==> src/rtl/rxq_pkg.sv <==
package rxq_pkg;

    typedef enum logic [1:0] {
        OCC_EMPTY,
        OCC_PART,
        OCC_FULL
    } occ_state_e;

    typedef enum logic {
        SRC_CLEAR,
        SRC_HELD
    } src_state_e;

    typedef struct packed {
        logic fcrc;
        logic par;
        logic ovr;
    } rx_flags_t;

endpackage

==> src/rtl/rxq_ctrl.sv <==
// Occupancy controller: head pointer, count, and the write slot choice
module rxq_ctrl
    import rxq_pkg::*;
#(
    parameter  int DEPTH = 3,
    localparam int PTR_W = $clog2(DEPTH),
    localparam int CNT_W = $clog2(DEPTH + 1)
) (
    input  logic             clk,
    input  logic             rst,
    input  logic             wr_en,
    input  logic             rd_en,
    output logic             avail,
    output logic             push,
    output logic             pop,
    output logic             overwrite,
    output logic [PTR_W-1:0] wr_idx,
    output logic [PTR_W-1:0] hd_idx
);

    localparam int SUM_W = PTR_W + CNT_W + 1;
    localparam logic [SUM_W-1:0] DEPTH_S = SUM_W'(DEPTH);
    localparam logic [CNT_W-1:0] LAST_CNT = CNT_W'(DEPTH - 1);
    localparam logic [CNT_W-1:0] ONE_CNT = CNT_W'(1);

    occ_state_e state_q, state_d;
    logic [CNT_W-1:0] cnt_q, cnt_d;
    logic [PTR_W-1:0] hd_q, hd_d;
    logic             full;
    logic [SUM_W-1:0] sum_tail, sum_last, sum_next;

    function automatic logic [PTR_W-1:0] wrap_idx(input logic [SUM_W-1:0] s);
        if (s >= DEPTH_S) begin
            return PTR_W'(s - DEPTH_S);
        end
        return PTR_W'(s);
    endfunction

    assign sum_tail = SUM_W'(hd_q) + SUM_W'(cnt_q);
    assign sum_last = SUM_W'(hd_q) + SUM_W'(DEPTH - 1);
    assign sum_next = SUM_W'(hd_q) + SUM_W'(1);

    // state register
    always_ff @(posedge clk) begin
        if (rst) begin
            state_q <= OCC_EMPTY;
            cnt_q   <= '0;
            hd_q    <= '0;
        end else begin
            state_q <= state_d;
            cnt_q   <= cnt_d;
            hd_q    <= hd_d;
        end
    end

    // outputs
    always_comb begin
        avail     = (state_q != OCC_EMPTY);
        full      = (state_q == OCC_FULL);
        push      = wr_en;
        pop       = rd_en & avail;
        overwrite = wr_en & full & ~pop;
        wr_idx    = overwrite ? wrap_idx(sum_last) : wrap_idx(sum_tail);
        hd_idx    = hd_q;
    end

    // next state
    always_comb begin
        state_d = state_q;
        cnt_d   = cnt_q;
        hd_d    = pop ? wrap_idx(sum_next) : hd_q;
        if (push && !overwrite && !pop) begin
            cnt_d = cnt_q + ONE_CNT;
        end else if (pop && !push) begin
            cnt_d = cnt_q - ONE_CNT;
        end
        unique case (state_q)
            OCC_EMPTY: begin
                if (push) begin
                    state_d = OCC_PART;                 // fill-first
                end
            end
            OCC_PART: begin
                if (pop && !push && cnt_q == ONE_CNT) begin
                    state_d = OCC_EMPTY;                // drain-last
                end else if (push && !pop && cnt_q == LAST_CNT) begin
                    state_d = OCC_FULL;                 // fill-last
                end
            end
            OCC_FULL: begin
                if (pop && !push) begin
                    state_d = OCC_PART;                 // drain-first
                end
            end
            default: state_d = OCC_EMPTY;
        endcase
    end

endmodule

==> src/rtl/rxq_store.sv <==
// Entry storage: one register slot per queue position
module rxq_store
    import rxq_pkg::*;
#(
    parameter  int DATA_W = 8,
    parameter  int DEPTH  = 3,
    localparam int PTR_W  = $clog2(DEPTH)
) (
    input  logic              clk,
    input  logic              rst,
    input  logic              push,
    input  logic [PTR_W-1:0]  wr_idx,
    input  logic [DATA_W-1:0] wr_char,
    input  rx_flags_t         wr_flags,
    input  logic              pop,
    input  logic              clr_head,
    input  logic [PTR_W-1:0]  hd_idx,
    output logic [DATA_W-1:0] head_char,
    output rx_flags_t         head_flags,
    output logic [DATA_W-1:0] last_char
);

    logic [DATA_W-1:0] slot_char  [DEPTH];
    rx_flags_t         slot_flags [DEPTH];

    for (genvar i = 0; i < DEPTH; i++) begin : g_slot
        logic [DATA_W-1:0] ch_q;
        rx_flags_t         fl_q;
        logic              sel_wr, sel_hd;

        assign sel_wr = push && (wr_idx == PTR_W'(i));
        assign sel_hd = clr_head && (hd_idx == PTR_W'(i));

        always_ff @(posedge clk) begin
            if (rst) begin
                ch_q <= '0;
                fl_q <= '0;
            end else if (sel_wr) begin
                ch_q <= wr_char;
                fl_q <= wr_flags;
            end else if (sel_hd) begin
                fl_q <= '0;
            end
        end

        assign slot_char[i]  = ch_q;
        assign slot_flags[i] = fl_q;
    end

    always_comb begin
        head_char  = '0;
        head_flags = '0;
        for (int k = 0; k < DEPTH; k++) begin
            if (hd_idx == PTR_W'(k)) begin
                head_char  = slot_char[k];
                head_flags = slot_flags[k];
            end
        end
    end

    always_ff @(posedge clk) begin
        if (rst) begin
            last_char <= '0;
        end else if (pop) begin
            last_char <= head_char;
        end
    end

endmodule

==> src/rtl/rxq_err.sv <==
// Status latches and the special-receive-condition controller
module rxq_err
    import rxq_pkg::*;
(
    input  logic      clk,
    input  logic      rst,
    input  logic      avail,
    input  logic      pop,
    input  rx_flags_t head_flags,
    input  logic      err_rst,
    input  logic      sync_mode,
    input  logic      rx_irq_en,
    input  logic      par_spec_en,
    output logic      st_fcrc,
    output logic      st_ovr,
    output logic      st_par,
    output logic      irq
);

    src_state_e state_q, state_d;
    logic ovr_lat_q, ovr_lat_d;
    logic par_lat_q, par_lat_d;
    logic head_special;
    logic pop_special;

    // state register
    always_ff @(posedge clk) begin
        if (rst) begin
            state_q   <= SRC_CLEAR;
            ovr_lat_q <= 1'b0;
            par_lat_q <= 1'b0;
        end else begin
            state_q   <= state_d;
            ovr_lat_q <= ovr_lat_d;
            par_lat_q <= par_lat_d;
        end
    end

    // next state
    always_comb begin
        pop_special = pop & (head_flags.ovr | (par_spec_en & head_flags.par));
        ovr_lat_d   = err_rst ? 1'b0 : (ovr_lat_q | (pop & head_flags.ovr));
        par_lat_d   = err_rst ? 1'b0 : (par_lat_q | (pop & head_flags.par));
        state_d     = state_q;
        unique case (state_q)
            SRC_CLEAR: begin
                if (pop_special && !err_rst) begin
                    state_d = SRC_HELD;                 // hold-on-read
                end
            end
            SRC_HELD: begin
                if (err_rst) begin
                    state_d = SRC_CLEAR;                // release-on-reset
                end
            end
            default: state_d = SRC_CLEAR;
        endcase
    end

    // outputs
    always_comb begin
        head_special = head_flags.ovr
                     | (par_spec_en & head_flags.par)
                     | (~sync_mode & head_flags.fcrc);
        st_fcrc = avail & head_flags.fcrc;
        st_ovr  = ovr_lat_q | (avail & head_flags.ovr);
        st_par  = par_lat_q | (avail & head_flags.par);
        irq     = rx_irq_en & avail & ((state_q == SRC_HELD) | head_special);
    end

endmodule

==> src/rtl/rxq_status_fifo.sv <==
module rxq_status_fifo
    import rxq_pkg::*;
#(
    parameter int DATA_W = 8,
    parameter int DEPTH  = 3
) (
    input  logic              clk,
    input  logic              rst,
    input  logic              wr_en,
    input  logic [DATA_W-1:0] wr_char,
    input  logic              wr_fcrc_err,
    input  logic              wr_par_err,
    input  logic              rd_en,
    input  logic              err_rst,
    input  logic              sync_mode,
    input  logic              rx_irq_en,
    input  logic              par_spec_en,
    output logic [DATA_W-1:0] rd_char,
    output logic              rd_avail,
    output logic              st_fcrc,
    output logic              st_ovr,
    output logic              st_par,
    output logic              irq
);

    localparam int PTR_W = $clog2(DEPTH);

    logic              avail, push, pop, overwrite, clr_head;
    logic [PTR_W-1:0]  wr_idx, hd_idx;
    logic [DATA_W-1:0] head_char, last_char;
    rx_flags_t         wr_flags, head_flags;

    assign wr_flags.fcrc = wr_fcrc_err;
    assign wr_flags.par  = wr_par_err;
    assign wr_flags.ovr  = overwrite;
    assign clr_head      = err_rst & avail & ~pop;

    rxq_ctrl #(.DEPTH(DEPTH)) u_ctrl (
        .clk       (clk),
        .rst       (rst),
        .wr_en     (wr_en),
        .rd_en     (rd_en),
        .avail     (avail),
        .push      (push),
        .pop       (pop),
        .overwrite (overwrite),
        .wr_idx    (wr_idx),
        .hd_idx    (hd_idx)
    );

    rxq_store #(.DATA_W(DATA_W), .DEPTH(DEPTH)) u_store (
        .clk        (clk),
        .rst        (rst),
        .push       (push),
        .wr_idx     (wr_idx),
        .wr_char    (wr_char),
        .wr_flags   (wr_flags),
        .pop        (pop),
        .clr_head   (clr_head),
        .hd_idx     (hd_idx),
        .head_char  (head_char),
        .head_flags (head_flags),
        .last_char  (last_char)
    );

    rxq_err u_err (
        .clk         (clk),
        .rst         (rst),
        .avail       (avail),
        .pop         (pop),
        .head_flags  (head_flags),
        .err_rst     (err_rst),
        .sync_mode   (sync_mode),
        .rx_irq_en   (rx_irq_en),
        .par_spec_en (par_spec_en),
        .st_fcrc     (st_fcrc),
        .st_ovr      (st_ovr),
        .st_par      (st_par),
        .irq         (irq)
    );

    assign rd_avail = avail;
    assign rd_char  = avail ? head_char : last_char;

endmodule

==> config.mk <==
export PLATFORM = sky130hd
export DESIGN_NAME = rxq_status_fifo
export DESIGN_NICKNAME = d
export VERILOG_FILES = /design/src/rtl/rxq_pkg.sv /design/src/rtl/rxq_ctrl.sv /design/src/rtl/rxq_store.sv /design/src/rtl/rxq_err.sv /design/src/rtl/rxq_status_fifo.sv
export SDC_FILE = /design/constraint.sdc
export NUM_CORES = 1
export LEC_CHECK = 0
export ABC_AREA = 1
export BUFFER_PORTS_ARGS = -buffer_cell sky130_fd_sc_hd__buf_2
export CELL_PAD_IN_SITES_DETAIL_PLACEMENT = 0
export CELL_PAD_IN_SITES_GLOBAL_PLACEMENT = 1
export CORE_MARGIN = 4
export CORE_UTILIZATION = 45
export CTS_CLUSTER_SIZE = 20
export DETAILED_ROUTE_END_ITERATION = 12
export PLACE_DENSITY_LB_ADDON = 0.1
export SLEW_MARGIN = 0
export SYNTH_ARGS = -nofsm -noshare
export SYNTH_HDL_FRONTEND = slang
export SYNTH_HIERARCHICAL = 1
export SYNTH_SLANG_ARGS = --single-unit
==> constraint.sdc <==
create_clock -name clk -period 4.7 [get_ports clk]
set_input_delay 0.47 -clock clk [delete_from_list [all_inputs] [get_ports clk]]
set_output_delay 0.47 -clock clk [all_outputs]
set_load 0.02 [all_outputs]
==> results of run 1 <==
-- critical path, stage by stage (launching register included) --
cell	delay, ns
dfxtp_1	0.67
ha_1	0.24
inv_1	0.05
fa_1	0.47
inv_1	0.06
ha_1	0.17
inv_1	0.05
nand2_1	0.08
o211ai_1	0.18
nand2_1	0.17
inv_2	0.14
nand2_1	0.06
nor2_1	0.57
nand2_1	0.11
a21oi_1	0.18
-- placed cells by master, fill, tap and decap left out, types with 9 or more instances in the layout --
master    n
nor2_1   44
inv_2     9
inv_1    38
buf_2    30
dfxtp_1  50
nand4_1   9
o21ai_0  35
nand3_1  44
a21oi_1  30
nand2_1  66
-- flip-flops by register name, summed over array words and instances, names as in the netlist --
register,cells
u_err/state_q,1
u_ctrl/cnt_q,2
u_err/par_lat_q,1
u_ctrl/hd_idx,2
u_store/last_char,8
u_store/g_slot.ch_q,24
u_ctrl/state_q,2
u_err/ovr_lat_q,1
u_store/g_slot.fl_q,9
-- through the flow --
step / hold slack, ns / util, % / cells / instance area, um^2
finish: 0.447 / 51.2 / 466 / 2850
global route: 0.453 / 51.2 / 466 / 2850
CTS: 0.441 / 51.2 / 466 / 2850
detailed placement: 0.440 / 49.4 / 458 / 2750
global placement: 0.435 / 49.4 / 458 / 2750
floorplan: 0.424 / - / 370 / 2620
-- where the power goes --
group / leakage, nW / internal (mW) / switching, mW / total [mW]
Clock: 0.0514 / 0.122 / 0.149 / 0.271
Combinational: 0.813 / 0.0943 / 0.202 / 0.296
Sequential: 0.409 / 0.480 / 0.0381 / 0.518
Total: 1.27 / 0.696 / 0.389 / 1.09
-- how the worst max path moves through the flow --
| stage | slack [ns] | to | cells past startpoint | startpoint |
|---|---|---|---|---|
| 3_5_place_dp | 1.49 | u_store/g_slot[0].fl_q[2] | 14 | u_ctrl/hd_idx[0] |
| 6_report | 1.43 | u_store/g_slot[0].fl_q[1] | 14 | u_ctrl/hd_idx[0] |
| 5_1_grt | 1.14 | u_store/g_slot[0].fl_q[1] | 15 | u_ctrl/hd_idx[0] |
| 2_1_floorplan | 2.28 | u_store/g_slot[1].fl_q[1] | 15 | u_ctrl/hd_idx[0] |
| 3_3_place_gp | 1.60 | u_store/g_slot[0].fl_q[2] | 14 | u_ctrl/hd_idx[0] |
| 4_1_cts | 1.46 | u_store/g_slot[0].fl_q[2] | 14 | u_ctrl/hd_idx[0] |
-- layout make-up --
type	count	share of cell area [%]
clock buffer	6	2.90
sequential	50	35.1
clock inverter	2	0.614
tap	72	3.16
timing repair buffer	30	5.27
inverter	49	6.45
multi-input combinational	257	46.5
-- cells by family (layout without fill, tap and decap cells) --
logic type,Yosys count,in the layout,synth area share (%)
flip-flops,50,50,38.2
buffers and inverters,63,87,11.1
AND/OR/NAND/NOR,172,172,30.2
AO/OA/AOI/OAI,76,76,15.9
adder cells (fa/ha/maj),9,9,4.59
-- per-layer routing --
layer / part of all wire (%) / track usage (%) / vias to the layer above / wire length, um
met5: 0 / 0 / - / 0
met4: 0.48 / 3.51 / 0 / 29
met3: 3.3 / 3.43 / 2 / 200
met2: 43 / 27.8 / 44 / 2640
met1: 53 / 26.9 / 1042 / 3240
li1: - / - / 1260 / -
==> impl_results.md, run 1 <==
- Outcome: completed
- Share of the synthesized area in the top cell type: 38.2%
- Peak VDD IR: 0.194 mV
- Clock buffer depth: 2
- Mapped Cells: 370
- Worst R2R Setup Slack: 1.43 ns
- Initial cell density of the core: 47.0%
- Power Dens Cells: about 380 nW/um^2
- Required time of the critical path: about 5 ns
- All-Layer GR Usage: a little under a fifth
- Post CTS Setup Buffer Count: 0
- Total CTS buffers: 5
- Worst Reg-to-Reg Cells: 14
- Maximum operating frequency: approximately 310 MHz
- Worst skew pair latency: ~0.30 ns
- Final Setup Violations: 0
- Fin Clk Skew: 0.00963 ns
- Layout area overhead: 8.89%
- Fin nets: 420
- Worst slew margin relative to its limit: 43.8%
- Core ar.: 5570 um^2
- Critical Path Fanout Max: 16
- First-pass detailed-route iteration total: 4
- GR Overflow Total: 0
- RR Endpoint: u_store/g_slot[0].fl_q[1]
- Post-route setup TNS: 0 ns
- Gpl congestion: 0.805
- Fillcell total: 598
- Multi-input gate area: 1330 um^2
- Cell with the most instances after synthesis: nand2_1
- Main area contributors after synthesis: dfxtp_1 (38%), nand2_1 (9.5%), nand3_1 (8.4%)
- # port buffers: 30
- Die Area: 7100 um^2
- N_diodes: 0
- Hold path depth: 3
- Synth Warn #: 6
- Row cnt: 27
- Worst-margin pin slew: 0.842 ns
- Global-route wire length before repair: 10700 um
- Overall Power: 1.09 mW
- Crit start category: register
- Final slew viol count: 0
- DRT antenna net count: 0
- Synth top cells by count: nand2_1 (66), dfxtp_1 (50), nand3_1 (44), nor2_1 (44), inv_1 (38)
- Dpl hpwl: 4410 um
- Min Tclk post-route: 3.27 ns
- Worst Hold Class: input pin to register
- Synthesized area: about 2600 um^2
- Clk sink count: 50
- Seq cells post-synth: 50
- Post_cts resized: 0
- Post-synth ARST share: 0%
- DR iter-0 viols: 110
- Hold path endpoint: u_store/g_slot[0].ch_q[0]
- CP Class: register to register
- FF+latch area: 1000 um^2
- Drt drc: 0
- Drt wl/cell: 13.1 um
- Reg2reg start: u_ctrl/hd_idx[0]
- Drt via density: 5.04
- H-tree depth: 2
- Worst-path clk slew: 0.10 ns
- Predominant post-synthesis flop cell: dfxtp_1
- RSZ-0062 raised after global routing: no
- Largest net degree at the start of global routing: 33
- Netlist cell types: 30
- Die height: 84.3 um
- Post-synth top area cell: dfxtp_1
- Number of global-route vias before repair: roughly 2300
- Worst path arrival time: 3.50 ns
- I/O pins: 31
- Number of synthesized flops with an enable pin: 0
- Share of layout cells above drive strength 1: 15.0%
- Leakage: around 1.3 nW
- Die X: 84.3 um
- Final Hold Viols: 0
- Worst Setup Slack, final: 1.43 ns
- Root Driver: clkbuf_8
- CTS tree: built
- WL final: roughly 6100 um
- Initial antenna violation count: 0
- Seq/Total Area, Yosys: between 30% and 40%
- Final period util: between 60% and 70%
- Max Cap Viol: 0
- Crit end category: register
- Hold buffers post-CTS: 0
- Net Count, Synth: 397
- Dpl ws: 1.49 ns
- Startpoint of the worst hold path: wr_char[0]
- Vias: 2348
- Avg Cell Area, Syn: 7.08 um^2
Power figures use the tool's default switching activity.
==> run 2: changes to the inputs <==
--- a/config.mk
+++ b/config.mk
@@ -10,7 +10,7 @@
 export CELL_PAD_IN_SITES_DETAIL_PLACEMENT = 0
 export CELL_PAD_IN_SITES_GLOBAL_PLACEMENT = 1
 export CORE_MARGIN = 4
-export CORE_UTILIZATION = 45
+export CORE_UTILIZATION = 42
 export CTS_CLUSTER_SIZE = 20
 export DETAILED_ROUTE_END_ITERATION = 12
 export PLACE_DENSITY_LB_ADDON = 0.1
==> constraint.sdc (replaced) <==
create_clock -name clk -period 3.1 [get_ports clk]
set_input_delay 0.31 -clock clk [delete_from_list [all_inputs] [get_ports clk]]
set_output_delay 0.31 -clock clk [all_outputs]
set_load 0.02 [all_outputs]
==> run 2 against run 1 <==
Against the previous run:
- hold slack got worse by 0.17 ns
- first-iteration DRC count rose by 30%
- critical path depth rose by 1
- register-to-register slack got worse by 1.1 ns
- largest cell class unchanged
- critical path type unchanged
- maximum frequency rose by 19%
- sequential share of layout area fell by 0.49 points
- highest routed layer unchanged
==> impl_results.md, run 2 (synthesis results as in run 1) <==
- Outcome: completed
- Fin nets: 424 (+0.95%)
- Dpl ws: 0.374 ns (-1.12 ns)
- Drt wl/cell: 13.3 um (+1.8%)
- Drt drc: 0 (unchanged)
- Area after DPL: 2790 um^2 (+1.2%)
- GR Overflow Total: 0 (unchanged)
- Vias: 2421 (+3.1%)
- Max Cap Viol: 0 (unchanged)
- Clk sink count: 50 (unchanged)
- Initial antenna violation count: 0 (unchanged)
- Layout area overhead: 10.4%
- Die Area: 7560 um^2 (+6.4%)
- Drt via density: 5.12 (+1.6%)
- Hold buffers post-CTS: 0 (unchanged)
- Worst R2R Setup Slack: 0.34 ns (-1.09 ns)
- Share of layout cells above drive strength 1: 15.3% (+0.35 points)
- Die height: 87.0 um (+3.2%)
- Post-route setup TNS: 0 ns (unchanged)
- Worst Hold Class: input pin to register
- Power Dens Cells: 589 nW/um^2 (+55%)
- Max reg flops: 24 (unchanged)
- DRT antenna net count: 0 (unchanged)
- CP Class: register to register
- Die X: 87.0 um (+3.2%)
- Worst Setup Slack, final: 0.343 ns (-1.09 ns)
- Final Setup Violations: 0 (unchanged)
- Min Tclk post-route: 2.76 ns (-0.513 ns)
- CP max-delay cell: fa_1
- Top reg by flops: u_store/g_slot.ch_q
- CTS tree: built
- Fin area: 2890 um^2 (+1.4%)
- Overall Power: 1.70 mW (+57%)
- Total CTS buffers: 5 (unchanged)
- Top Registers: u_store/g_slot.ch_q (24), u_store/g_slot.fl_q (9), u_store/last_char (8)
- I/O pins: 31 (unchanged)
- Global-route wire length before repair: 10700 um (unchanged)
- Row cnt: 28 (+3.7%)
- Root Driver: clkbuf_8
- Worst path arrival time: 3.00 ns (-0.50 ns)
- Fillcell total: 645 (+7.9%)
- Initial cell density of the core: 43.7% (-3.3 points)
- Worst skew pair latency: 0.30 ns (about the same)
- Critical-path cell list: ha_1 > inv_1 > fa_1 > inv_1 > ha_1 > inv_1 > nand2_1 > o211ai_1 > nand2_1 > inv_2 > nand2_1 > nor2_1 > buf_4 > nor2_1 > nor2_1
- Post_cts resized: 0 (unchanged)
- Final Hold Viols: 0 (unchanged)
- Post CTS Setup Buffer Count: 0 (unchanged)
- H-tree depth: 2 (unchanged)
- Largest net degree at the start of global routing: 33 (unchanged)
- First-pass detailed-route iteration total: 4 (unchanged)
- All-Layer GR Usage: 17.9% (-0.28 points)
- Worst-margin pin slew: 0.847 ns (+0.00533 ns)
- Number of global-route vias before repair: 2251 (unchanged)
- Leakage: 1.29 nW (+1.7%)
- Final slew viol count: 0 (unchanged)
- Most frequent cells in the layout: nand2_1 (66), dfxtp_1 (50), nor2_1 (44), nand3_1 (44), inv_1 (38)
- Maximum operating frequency: 363 MHz (+19%)
- Crit start category: register
- RSZ-0062 raised after global routing: no
- Crit end category: register
- # port buffers: 30 (unchanged)
- Critical Path Fanout Max: 6 (-10)
- Worst-path clk slew: 0.09 ns (about the same)
- Fin Clk Skew: 0.00641 ns (-0.00322 ns)
- Slowest cell delay on critical path: 0.47 ns (-0.20 ns)
- N_diodes: 0 (unchanged)
- Worst slew margin relative to its limit: 43.5% (-0.36 points)
- Most common library cell in the layout ignoring fill and taps: nand2_1
- DR iter-0 viols: 143 (+30%)
- Gpl congestion: 0.837 (+4.0%)
- Dpl hpwl: 4460 um (+1.2%)
- Peak VDD IR: 0.244 mV (+25%)
- Clock buffer depth: 2 (unchanged)
- Required time of the critical path: 3.34 ns (-1.59 ns)
- Final period util: 88.9% (+19 points)
- WL final: 6310 um (+3.3%)
- Core ar.: 5990 um^2 (+7.5%)
## run 2: changes by cell type in the layout (fill, tap and decap cells not counted), sizes merged
cell and delta:
buf +4, bufinv +1, clkbuf +1, clkinv -2
## run 2: report_power, final
part           switching (mW)  internal [mW]
registers              0.0436          0.728
logic                   0.321          0.153
clock network           0.216          0.242
total                   0.581           1.12
## run 2: worst paths after layout
path	startpoint	to	cells past startpoint
min	wr_fcrc_err	u_store/g_slot[0].fl_q[2]	3
max	u_ctrl/cnt_q[0]	u_store/g_slot[0].ch_q[2]	15
min reg2reg	u_store/g_slot[1].ch_q[6]	u_store/g_slot[1].ch_q[6]	2
max reg2reg	u_ctrl/cnt_q[0]	u_store/g_slot[0].ch_q[2]	15
## run 2: layout make-up
type	count	area (um^2)	share of cell area (%)
flip-flops and latches	50	1000	34.6
repair buffers	34	180	6.23
clock inverters	1	30.0	1.04
clock buffers	7	76.3	2.64
multi-input cells	257	1330	45.9
well taps	75	93.8	3.25
inverters	49	184	6.36
## run 2: layer usage
metal,vias up,GRT usage [%],wire (um)
met1,1102,24.8,3170
met5,-,0,0
met3,13,3.31,206
li1,1263,-,-
met2,43,27.3,2790
met4,0,7.65,144
## run 2: critical path, delay by kind of cell (launching register included)
family | cells | cell delay [ns]
and+or+nand+nor | 6 | 0.85
buffers and inverters | 5 | 0.55
DFF | 1 | 0.36
adders and majority gates | 3 | 0.79
AOI/OAI and AO/OA | 1 | 0.17
## run 2: per-stage QoR
stage	std cells	hold slack (ns)	util (%)
final	473	0.280	48.3
after global routing	473	0.299	48.3
after CTS	473	0.267	48.3
after detailed placement	465	0.439	46.5
after global placement	465	0.434	46.5
after floorplan	370	0.379	-
==> run 3: changes to the inputs <==
--- a/config.mk
+++ b/config.mk
@@ -6,7 +6,7 @@
 export NUM_CORES = 1
 export LEC_CHECK = 0
 export ABC_AREA = 1
-export BUFFER_PORTS_ARGS = -buffer_cell sky130_fd_sc_hd__buf_2
+export BUFFER_PORTS_ARGS = -buffer_cell sky130_fd_sc_hd__clkbuf_2
 export CELL_PAD_IN_SITES_DETAIL_PLACEMENT = 0
 export CELL_PAD_IN_SITES_GLOBAL_PLACEMENT = 1
 export CORE_MARGIN = 4
@@ -14,7 +14,7 @@
 export CTS_CLUSTER_SIZE = 20
 export DETAILED_ROUTE_END_ITERATION = 12
 export PLACE_DENSITY_LB_ADDON = 0.1
-export SLEW_MARGIN = 0
+export SLEW_MARGIN = 40
 export SYNTH_ARGS = -nofsm -noshare
 export SYNTH_HDL_FRONTEND = slang
 export SYNTH_HIERARCHICAL = 1
==> run 3 against run 2 <==
Against the previous run:
- critical path depth shrank 2
- die area unchanged
- count of clock-buffer cells in the layout shrank 2
- flip-flop and latch count is the same
- wire length shrank 0.14%
- via count decreased by 2.1%
- worst setup slack got worse by 0.029 ns
- first-iteration DRC count increased by 21%
- hold slack got worse by 0.0057 ns
- maximum frequency shrank 1.0%
- clock power rose by 21%
- power increased by 5.6%
- critical path type unchanged
- largest cell class unchanged
- largest power group unchanged
==> impl_results.md, run 3 (synthesis results as in run 1) <==
- Outcome: completed
- CTS tree: built
- Top Registers: u_store/g_slot.ch_q (24), u_store/g_slot.fl_q (9), u_store/last_char (8)
- Vias: 2370 (-2.1%)
- Worst-margin pin slew: 0.834 ns (-0.0133 ns)
- Number of global-route vias before repair: 2191 (-2.7%)
- Clock buffer depth: 2 (unchanged)
- DR iter-0 viols: 173 (+21%)
- Post_cts resized: 0 (unchanged)
- Crit end category: register
- Slowest cell delay on critical path: 0.47 ns (about the same)
- Fin area: 2920 um^2 (+1.1%)
- DRT antenna net count: 0 (unchanged)
- Final period util: 89.9% (+0.93 points)
- I/O pins: 31 (unchanged)
- Max Cap Viol: 0 (unchanged)
- All-Layer GR Usage: 17.6% (-0.33 points)
- Drt via density: 5.01 (-2.1%)
- Fin nets: 424 (unchanged)
- CP endpoint: u_store/g_slot[0].ch_q[7]
- Fin Clk Skew: 0.00707 ns (+0.000664 ns)
- N_diodes: 0 (unchanged)
- Critical Path Fanout Max: 11 (+5)
- Die X: 87.0 um (unchanged)
- Worst path arrival time: 3.00 ns (about the same)
- Leakage: 1.30 nW (+0.78%)
- Most frequent cells in the layout: nand2_1 (66), dfxtp_1 (50), nor2_1 (44), nand3_1 (44), inv_1 (38)
- Total CTS buffers: 5 (unchanged)
- CP max-delay cell: fa_1
- Final Hold Viols: 0 (unchanged)
- Fillcell total: 619 (-4.0%)
- Top reg by flops: u_store/g_slot.ch_q
- Core ar.: 5990 um^2 (unchanged)
- Hold buffers post-CTS: 0 (unchanged)
- Worst skew pair latency: 0.31 ns (about the same)
- Worst Reg-to-Reg Cells: 13 (-2)
- Worst-path clk slew: 0.10 ns (about the same)
- RSZ-0062 raised after global routing: yes
- Initial antenna violation count: 0 (unchanged)
- CP Class: register to register
- Reg2reg start: u_ctrl/cnt_q[0]
- FF+latch area: 1000 um^2 (unchanged)
- Area after DPL: 2790 um^2 (unchanged)
- Drt wl/cell: 13.3 um (-0.14%)
- Multi-input gate area: 1330 um^2 (unchanged)
- Max reg flops: 24 (unchanged)
- H-tree depth: 2 (unchanged)
- Share of layout cells above drive strength 1: 15.8% (+0.50 points)
- Largest net degree at the start of global routing: 33 (unchanged)
- Final slew viol count: 0 (unchanged)
- Core Util, Final: 48.8% (+0.52 points)
- Critical-path cell list: ha_1 > inv_1 > fa_1 > inv_1 > ha_1 > inv_1 > nand2_1 > o221ai_1 > o21ai_1 > inv_2 > nand3_1 > o21ai_0 > nor2_1
- Crit start category: register
- Crit path top cell by count: inv_1
- Post-route setup TNS: 0 ns (unchanged)
- RR Endpoint: u_store/g_slot[0].ch_q[7]
- Maximum operating frequency: 359 MHz (-1.0%)
- Most common library cell in the layout ignoring fill and taps: nand2_1
- Clk sink count: 50 (unchanged)
- Peak VDD IR: 0.221 mV (-9.5%)
- Worst R2R Setup Slack: 0.31 ns (-0.03 ns)
- Die Area: 7560 um^2 (unchanged)
- # port buffers: 30 (unchanged)
- Required time of the critical path: 3.31 ns (-0.03 ns)
- Drt drc: 0 (unchanged)
- Layout area overhead: 11.6%
- Die height: 87.0 um (unchanged)
- WL final: 6300 um (-0.14%)
- Overall Power: 1.80 mW (+5.6%)
- Root Driver: clkbuf_8
- GR Overflow Total: 0 (unchanged)
- Hold WS: 0.274 ns (-0.00567 ns)
- First-pass detailed-route iteration total: 4 (unchanged)
- Worst Hold Class: input pin to register
- Power Dens Cells: 615 nW/um^2 (+4.5%)
- Gpl congestion: 0.837 (about the same)
- Critical Path Start: u_ctrl/cnt_q[0]
- Dpl hpwl: 4420 um (-0.78%)
- Worst slew margin relative to its limit: 44.3% (+0.88 points)
- Row cnt: 28 (unchanged)
- Post CTS Setup Buffer Count: 0 (unchanged)
- Min Tclk post-route: 2.79 ns (+0.0289 ns)
- Global-route wire length before repair: 10500 um (-1.9%)
- Initial cell density of the core: 43.7% (unchanged)
- Final Setup Violations: 0 (unchanged)
[run 3: worst min-delay path by stage]
stage	cells after the start	to	start	slack (ns)
floorplan	1	u_ctrl/cnt_q[1]	rst	0.38
global placement	2	u_store/g_slot[1].ch_q[3]	u_store/g_slot[1].ch_q[3]	0.43
detailed placement	2	u_store/g_slot[1].ch_q[5]	u_store/g_slot[1].ch_q[5]	0.44
CTS	3	u_store/g_slot[0].fl_q[1]	wr_par_err	0.27
global route	3	u_store/g_slot[0].fl_q[1]	wr_par_err	0.28
finish	3	u_store/g_slot[0].fl_q[1]	wr_par_err	0.27
[run 3: layer usage]
layer / track usage [%] / up-vias / part of all wire, %
li1: - / 1264 / -
met1: 23.4 / 1052 / 50
met2: 29.0 / 47 / 45
met3: 3.22 / 7 / 3.9
met4: 5.24 / 0 / 1.1
met5: 0 / - / 0
[run 3: critical path, delay by kind of cell, from the launching register on]
kind | cells | cell delay, ns
AOI/OAI and AO/OA | 3 | 0.70
adders and majority gates | 3 | 0.81
buffers and inverters | 4 | 0.31
DFF | 1 | 0.39
and+or+nand+nor | 3 | 0.49
[run 3: layout make-up]
class                      count  share of cell area [%]
multi-input combinational    257                    45.4
sequential                    50                    34.2
inverter                      49                    6.29
timing repair buffer          34                    6.16
tap                           75                    3.21
clock buffer                   5                    2.35
clock inverter                 3                    2.35
[run 3: metrics by stage]
step           cells  setup WS (ns)
6_report         473          0.314
5_1_grt          473        -0.0156
4_1_cts          473          0.335
3_5_place_dp     465          0.377
3_3_place_gp     465          0.459
2_1_floorplan    370          0.681
[run 3: power by group]
group          switching, mW  internal [mW]  total [mW]
clock                  0.231          0.323       0.554
sequential            0.0439          0.728       0.772
combinational          0.321          0.152       0.473
total                  0.595           1.20        1.80
